**src/rtl/pmul_pkg.sv**
```systemverilog
package pmul_pkg;

  typedef enum logic [1:0] {
    MODE_LO   = 2'b00,
    MODE_HI   = 2'b01,
    MODE_SUM  = 2'b10,
    MODE_SUMX = 2'b11
  } pmul_mode_e;

  // Strobes from the control pipeline to the datapath.
  typedef struct packed {
    logic       capture;  // load operand stage
    logic       product;  // load product stage
    logic       format;   // load result stage
    pmul_mode_e fmtMode;  // mode of the operation being formatted
  } pmul_strobe_t;

endpackage

```
**src/rtl/pmul_ctrl.sv**
```systemverilog
module pmul_ctrl
  import pmul_pkg::*;
(
  input  logic         clk,
  input  logic         rst,
  input  logic         inVld,
  input  logic [1:0]   inMode,
  output pmul_strobe_t strb,
  output logic         outVld
);

  logic       vldS1, vldS2, vldS3;
  pmul_mode_e modeS1, modeS2;

  always_ff @(posedge clk) begin
    if (rst) begin
      vldS1 <= 1'b0;
      vldS2 <= 1'b0;
      vldS3 <= 1'b0;
    end else begin
      vldS1 <= inVld;
      vldS2 <= vldS1;
      vldS3 <= vldS2;
    end
  end

  // Mode follows its operands stage by stage.
  always_ff @(posedge clk) begin
    if (inVld) modeS1 <= pmul_mode_e'(inMode);
    if (vldS1) modeS2 <= modeS1;
  end

  always_comb begin
    strb.capture = inVld;
    strb.product = vldS1;
    strb.format  = vldS2;
    strb.fmtMode = modeS2;
  end

  assign outVld = vldS3;

  // each valid bit moves one stage per cycle
  p_stage1_r6: assert property (@(posedge clk) disable iff (rst)
    inVld |=> vldS1);
  p_stage1_idle_r6: assert property (@(posedge clk) disable iff (rst)
    !inVld |=> !vldS1);
  p_outvld_r6: assert property (@(posedge clk) disable iff (rst)
    vldS2 == $past(vldS1) && outVld == $past(vldS2));

  // the mode seen by the formatter is the one issued two cycles earlier
  p_mode_r7: assert property (@(posedge clk) disable iff (rst)
    inVld |=> ##1 (strb.fmtMode == pmul_mode_e'($past(inMode, 2))));

  // valid bits are clear on the cycle after reset
  p_reset_r8: assert property (@(posedge clk)
    rst |=> !outVld && !strb.format && !strb.product);

endmodule

```
**src/rtl/pmul_dpath.sv**
```systemverilog
module pmul_dpath
  import pmul_pkg::*;
#(
  parameter int LANE_W = 16,
  parameter int LANES  = 4
) (
  input  logic                    clk,
  input  logic                    rst,
  input  pmul_strobe_t            strb,
  input  logic [LANE_W*LANES-1:0] opA,
  input  logic [LANE_W*LANES-1:0] opB,
  output logic [LANE_W*LANES-1:0] result
);

  localparam int DW    = LANE_W * LANES;
  localparam int PW    = 2 * LANE_W;
  localparam int PAIRS = LANES / 2;

  logic [DW-1:0] aS1, bS1;
  logic [PW-1:0] prodS2 [LANES];
  logic [PW-1:0] prodNext [LANES];
  logic [DW-1:0] fmtNext;

  // Stage 1: operand capture.
  always_ff @(posedge clk) begin
    if (strb.capture) begin
      aS1 <= opA;
      bS1 <= opB;
    end
  end

  // Stage 2: one signed multiplier per lane.
  for (genvar i = 0; i < LANES; i++) begin : g_mul
    logic signed [LANE_W-1:0] aLane, bLane;
    assign aLane = aS1[i*LANE_W +: LANE_W];
    assign bLane = bS1[i*LANE_W +: LANE_W];
    assign prodNext[i] = PW'(aLane * bLane);

    always_ff @(posedge clk) begin
      if (strb.product) prodS2[i] <= prodNext[i];
    end
  end

  // Stage 3: result formatting by mode.
  always_comb begin
    fmtNext = '0;
    unique case (strb.fmtMode)
      MODE_LO: begin
        for (int i = 0; i < LANES; i++)
          fmtNext[i*LANE_W +: LANE_W] = prodS2[i][LANE_W-1:0];
      end
      MODE_HI: begin
        for (int i = 0; i < LANES; i++)
          fmtNext[i*LANE_W +: LANE_W] = prodS2[i][PW-1:LANE_W];
      end
      default: begin
        for (int j = 0; j < PAIRS; j++)
          fmtNext[j*PW +: PW] = prodS2[2*j] + prodS2[2*j+1];
      end
    endcase
  end

  always_ff @(posedge clk) begin
    if (strb.format) result <= fmtNext;
  end

  // Checks of the formatted result against the stored products.
  for (genvar i = 0; i < LANES; i++) begin : g_chk_half
    // low halves
    p_low_half_r2: assert property (@(posedge clk) disable iff (rst)
      strb.format && strb.fmtMode == MODE_LO |=>
        result[i*LANE_W +: LANE_W] == $past(prodS2[i][LANE_W-1:0]));
    // high halves
    p_high_half_r3: assert property (@(posedge clk) disable iff (rst)
      strb.format && strb.fmtMode == MODE_HI |=>
        result[i*LANE_W +: LANE_W] == $past(prodS2[i][PW-1:LANE_W]));
    // product of the captured words, sign-extended in 2*LANE_W bits
    p_signed_prod_r1: assert property (@(posedge clk) disable iff (rst)
      strb.product |=>
        $signed(prodS2[i]) ==
          $past($signed({{LANE_W{aS1[i*LANE_W+LANE_W-1]}}, aS1[i*LANE_W +: LANE_W]}) *
                $signed({{LANE_W{bS1[i*LANE_W+LANE_W-1]}}, bS1[i*LANE_W +: LANE_W]})));
  end

  for (genvar j = 0; j < PAIRS; j++) begin : g_chk_sum
    // pairwise sum, wrapped to PW bits
    p_pair_sum_r4: assert property (@(posedge clk) disable iff (rst)
      strb.format && strb.fmtMode[1] |=>
        result[j*PW +: PW] == $past(PW'(prodS2[2*j] + prodS2[2*j+1])));
  end

  // Result register only changes when a formatted value is loaded.
  p_hold_r7: assert property (@(posedge clk) disable iff (rst)
    !strb.format |=> $stable(result));

endmodule

```
**src/rtl/pmul16_unit.sv**
```systemverilog
module pmul16_unit
  import pmul_pkg::*;
#(
  parameter int LANE_W = 16,
  parameter int LANES  = 4
) (
  input  logic                    clk,
  input  logic                    rst,
  input  logic                    inVld,
  input  logic [LANE_W*LANES-1:0] opA,
  input  logic [LANE_W*LANES-1:0] opB,
  input  logic [1:0]              mode,
  output logic                    outVld,
  output logic [LANE_W*LANES-1:0] result
);

  pmul_strobe_t strb;

  pmul_ctrl u_ctrl (
    .clk    (clk),
    .rst    (rst),
    .inVld  (inVld),
    .inMode (mode),
    .strb   (strb),
    .outVld (outVld)
  );

  pmul_dpath #(
    .LANE_W (LANE_W),
    .LANES  (LANES)
  ) u_dpath (
    .clk    (clk),
    .rst    (rst),
    .strb   (strb),
    .opA    (opA),
    .opB    (opB),
    .result (result)
  );

endmodule

```
**config.mk**
```make
export PLATFORM = sky130hd
export DESIGN_NAME = pmul16_unit
export DESIGN_NICKNAME = d
export VERILOG_FILES = /design/src/rtl/pmul_pkg.sv /design/src/rtl/pmul_ctrl.sv /design/src/rtl/pmul_dpath.sv /design/src/rtl/pmul16_unit.sv
export SDC_FILE = /design/constraint.sdc
export NUM_CORES = 2
export LEC_CHECK = 0
export CAP_MARGIN = 40
export CORE_ASPECT_RATIO = 1.1
export CORE_UTILIZATION = 35
export DETAILED_ROUTE_END_ITERATION = 16
export HOLD_SLACK_MARGIN = 0.08
export PLACE_DENSITY = 0.58
export SYNTH_ARGS = -nofsm -noshare
export SYNTH_HDL_FRONTEND = slang
export SYNTH_SLANG_ARGS = --single-unit
```
**constraint.sdc**
```tcl
create_clock -name clk -period 9 [get_ports clk]
set_clock_uncertainty 0.05 [all_clocks]
set_input_delay 2.7 -clock clk [delete_from_list [all_inputs] [get_ports clk]]
set_output_delay 2.7 -clock clk [all_outputs]
set_load 0.02 [all_outputs]
```
; Word-level counts from Yosys, hierarchy flattened
; Memory sizes are Yosys's and may differ from the RTL's.
; Cells that the tools add are included.
; W data, S select, Z words.
[classes]
n_bitwise = 0
n_shift = 0
muxes = 3
n_reduce_logical = 1
multipliers = 4
order_cmp = 0
eq_ne = 1
div = 0
n_addsub = 2
[op_table]
columns = operator, count
row1 = $mul A16 B16 Y32, 4
row2 = $pmux W64 S2, 1
row3 = $add A32 B32 Y32, 2
row4 = $eq A2 B1 Y1 const B, 1
row5 = $logic_not A2 Y1, 1
row6 = $mux W1, 2
[totals]
word_cells = 20
output_inout_bits = 65
input_bits = 133
ram_bits = 128
mem_count = 1
romBits = 0
ff_bits = 199
latch_bits = 0
[mem_list]
columns = name, depth, word_bits, read_ports, rd_clocked_by_memory_dff, write_ports, line
row1 = u_dpath.prodS2, 4, 32, 4, 0, 4, pmul_dpath.sv:20  ; logic [PW-1:0] prodS2 [LANES];

; Longest topological paths before layout
[depth]
depth_word = 2
mapped_depth = 24
mapped_depth_nobuf = 22

; Modules after synthesis
; Synthesis repeated with hierarchy kept, for this count alone.
[unflattened]
hier_cells = 5316
hier_area_um2 = 53396.2
[by_module_without_submodules]
columns = module, seq_area_each_um2, cells_each, n_inst, area_each_um2
row1 = pmul_dpath, 9609.2, 5303, 1, 53174.7
row2 = pmul_ctrl, 180.2, 13, 1, 221.5

; Worst setup path after synthesis
; OpenSTA, ideal clock, no wires.
[synth_timing]
kind = register to register
from = register u_dpath.bS1[7]
to = memory u_dpath.prodS2[0][30] (netlist bit), data pin
synth_period_minus_slack_ns = 6.316
t_required_ns = 8.690
n_path_buf = 2
slack_ns = 2.684
setup_time_ns = 0.260
t_arrival_ns = 6.006
stages_incl_launch_ff = 24
path_cell_list = edfxtp_1 -> clkbuf_1 -> nand2_1 -> fa_1 -> inv_1 -> fa_1 -> inv_1 -> fa_1 -> inv_1 -> fa_1 -> fa_1 -> inv_1 -> fa_1 -> inv_1 -> ha_1 -> clkbuf_1 -> nand3_1 -> nor3_1 -> o211ai_1 -> a2111oi_0 -> o2111ai_1 -> a31oi_1 -> mux2i_1 -> nand2_1
[synth_lines]
columns = item, line
row1 = from (decl), pmul_dpath.sv:19  ; logic [DW-1:0] aS1, bS1;
row2 = from (signal assigned), pmul_dpath.sv:28  ; bS1 <= opB;
row3 = to (decl), pmul_dpath.sv:20

==> flow_summary_export.csv <==
group,metric,value,unit
run_status,status,"complete, no violations",
global_route,grt_pass1_vias,39183,
critical_path,cp.depth,20,
sta,slew_headroom,0.316,
clock_tree,cts_tree,"yes",
critical_path,r2r_start,"u_dpath.aS1[26]",
critical_path,critPathMaxFanout,16,
clock_tree,ctsRootBufferMaster,"clkbuf_16",
final_layout,drive_above_1_share,0.0217,
drt,vias_per_cell,4.95,
drt,drt-pass1-iter-count,5,
drt,route.detailed.drc,0,
clock_tree,clock_sinks,327,
drt,ant_nets,0,
synthesis,synth_area,53600,um2
floorplan,pin_count,198,
synthesis,ys_ff_latch,327,
clock_tree,h-tree-depth,2,
critical_path,startpoint,"u_dpath.aS1[26]",
sta,maxSlewViolCount,0,
synthesis,syn_avg_cell_area,10.0,um2
synthesis,synth_nets,6930,
clock_tree,postCtsHoldBufs,0,
clock_tree,clkLatencyLatePin,0.65,ns
critical_path,cp_data_required_time,9.45,ns
critical_path,r2r-end,"u_dpath.prodS2[1][17]",
floorplan,fp.dieW,375,um
synthesis,yosys.area.top_type,"fa_1",
final_layout,regArea,9800,um2
sta,fmax,141,MHz
final_layout,antenna_cells,0,
sta,min_period,7.08,ns
critical_path,cp-end-kind,"register",
synthesis,synth.area.top_cells,"fa_1 (39%), edfxtp_1 (18%), ha_1 (9.1%)",
floorplan,fp.dieArea,155000,um2
critical_path,start_kind,"register",
floorplan,initial_core_util,0.353,
job,max_cap_violations,0,
critical_path,max_stage_delay,0.87,ns
critical_path,arrival,7.54,ns
global_route,grt.overflow.total,0,
synthesis,yosysMostFrequentCell,"inv_1",
critical_path,worstSetupEndpoint,"u_dpath.prodS2[1][17]",
critical_path,slowest_stage,"edfxtp_1",
critical_path,worstRegToRegCells,20,
synthesis,synthFlopType,"edfxtp_1",
floorplan,die_y,412,um
clock_tree,clk_pin_slew_worst_paths,0.06,ns
final_layout,final.fill_count,15209,
synthesis,synth.yosys.seq_area_share,0.183,
floorplan,core,152000,um2
hold_path,hp-class,"register to register",
synthesis,ys_async_sr_fraction,0,
global_route,antenna_found_initial,5,
synthesis,synth_edf_count,324,
synthesis,yosysWarnings,0,
sta,rsz0062_at_grt,"no",
sta,fin_crit_sh,0.787,
sta,worstMarginPinSlew,1.03,ns
drt,dr.first_iter.drc_count,2220,
place,place_area,57600,um2
final_layout,multi_input_area,38700,um2
global_route,grt_max_degree,63,
sta,finalSetupViolCount,0,
critical_path,crit_top_cell,"fa_1",
clock_tree,clock_path_buffers,3,
clock_tree,cts_setup_buffers,0,
critical_path,crit_chain,"nand2_1, fa_1, fa_1, fa_1, inv_1, fa_1, fa_1, inv_1, fa_1, inv_1, ha_1, nand3_1, nor4_1, nor2_1, a21boi_0, o21ai_0, a21boi_0, nor2_1, o311ai_0, buf_4",
drt,routedWlPerCell,19.0,um
final_layout,synthToLayoutAreaGrowth,10.3,%
critical_path,r2r_setup_slack,1.92,ns
critical_path,path_delay_family,"adder cells",
sta,setup_tns,0,ns
place,routabilityCongestion,0.892,
place,dp_hpwl,116,mm
clock_tree,post_cts_resized,0,
synthesis,ys_types,68,
final_layout,fin_util,0.389,
drt,via_count,36932,
critical_path,timing.critical_path.buf_inv,4,
synthesis,netlist.area_leader.share,0.392,
floorplan,num_rows,150,
synthesis,syn_inst,5357,
clock_tree,numCtsBuffers,44,
global_route,grt_util_all_layers,0.189,
critical_path,critPathKind,"register to register",
global_route,grt_pass1_wl,226,mm
synthesis,synth_common_cells,"inv_1 (1185), fa_1 (1050), nand2_1 (575)",
drt,wl,142,mm
place,numPortBuffers,197,
final_layout,nets,7025,
sta,finalHoldViolCount,0,
final_layout,finalInstanceArea,59100,um2
per-layer routing:
layer,routed length (um),global-route usage,share of wire
met1,62900,0.259,0.44
met2,69000,0.321,0.49
met3,6270,0.0205,0.044
met4,3430,0.0465,0.024
met5,0,0,0
flip-flops by register name, indices dropped and copies added, names as in the netlist:
register and count:
u_dpath.prodS2 128, u_dpath.aS1 64, u_dpath.bS1 64, u_dpath.result 64, u_ctrl.modeS1 2, u_ctrl.modeS2 2, u_ctrl.outVld 1, u_ctrl.vldS1 1
u_ctrl.vldS2 1
how the worst min path moves through the flow:
stage	to	cells after the start	from
2_1_floorplan	u_ctrl.modeS2[0]	0	u_ctrl.modeS1[0]
3_3_place_gp	u_ctrl.modeS2[1]	0	u_ctrl.modeS1[1]
3_5_place_dp	u_ctrl.modeS2[1]	0	u_ctrl.modeS1[1]
4_1_cts	u_ctrl.modeS2[1]	0	u_ctrl.modeS1[1]
5_1_grt	u_ctrl.modeS2[1]	0	u_ctrl.modeS1[1]
6_report	u_ctrl.modeS2[1]	0	u_ctrl.modeS1[1]
layout make-up:
class	instances	share of cell area
multi-input cells	3677	0.655
clock buffers	46	0.0188
inverters	1185	0.0752
repair buffers	217	0.0367
flip-flops and latches	327	0.166
clock inverters	35	0.00686
well taps	1976	0.0418
kinds of logic (layout without fill, tap and decap cells):
family	count (synthesis)	in the layout	synth area share
DFF	327	327	0.183
AOI/OAI and AO/OA	581	581	0.0696
adders and majority gates	1440	1440	0.483
and+or+nand+nor	1442	1442	0.133
xor gates and xnor gates	161	161	0.0263
buffers and inverters	1353	1483	0.0948
muxes	53	53	0.0101
worst reg2reg max path, cell delays in order (launching register included):
cell and delay [ns]:
edfxtp_1 0.87, nand2_1 0.20, fa_1 0.56, fa_1 0.47, fa_1 0.55, inv_1 0.06
fa_1 0.50, fa_1 0.49, inv_1 0.05, fa_1 0.47, inv_1 0.06, ha_1 0.40
nand3_1 0.13, nor4_1 0.43, nor2_1 0.12, a21boi_0 0.24, o21ai_0 0.13, a21boi_0 0.31
nor2_1 0.06, o311ai_0 0.55, buf_4 0.24
placed cells by master (no fill, tap or decap), types with 43 or more instances in the layout:
master / Yosys / layout
inv_1: 1185 / 1185
fa_1: 1050 / 1050
nand2_1: 575 / 575
and2_1: 500 / 500
ha_1: 390 / 390
edfxtp_1: 324 / 324
clkdlybuf4s50_1: 0 / 196
nor2_1: 151 / 151
a21oi_1: 150 / 150
o21ai_0: 138 / 138
xnor2_1: 125 / 125
a21o_1: 54 / 54
a211oi_1: 46 / 46
clkbuf_16: 0 / 44
mux2i_1: 43 / 43
stage by stage:
step | worst slack, ns | hold slack, ns | std cells
final | 1.92 | 0.548 | 7463
after global routing | 1.45 | 0.547 | 7463
after CTS | 1.94 | 0.543 | 7462
after detailed placement | 1.97 | 0.517 | 7381
after global placement | 1.96 | 0.528 | 7370
after floorplan | 2.68 | 0.350 | 5357
Power is not shown: default switching activity piles up to over one toggle a cycle in this logic, so the estimate is an artifact.
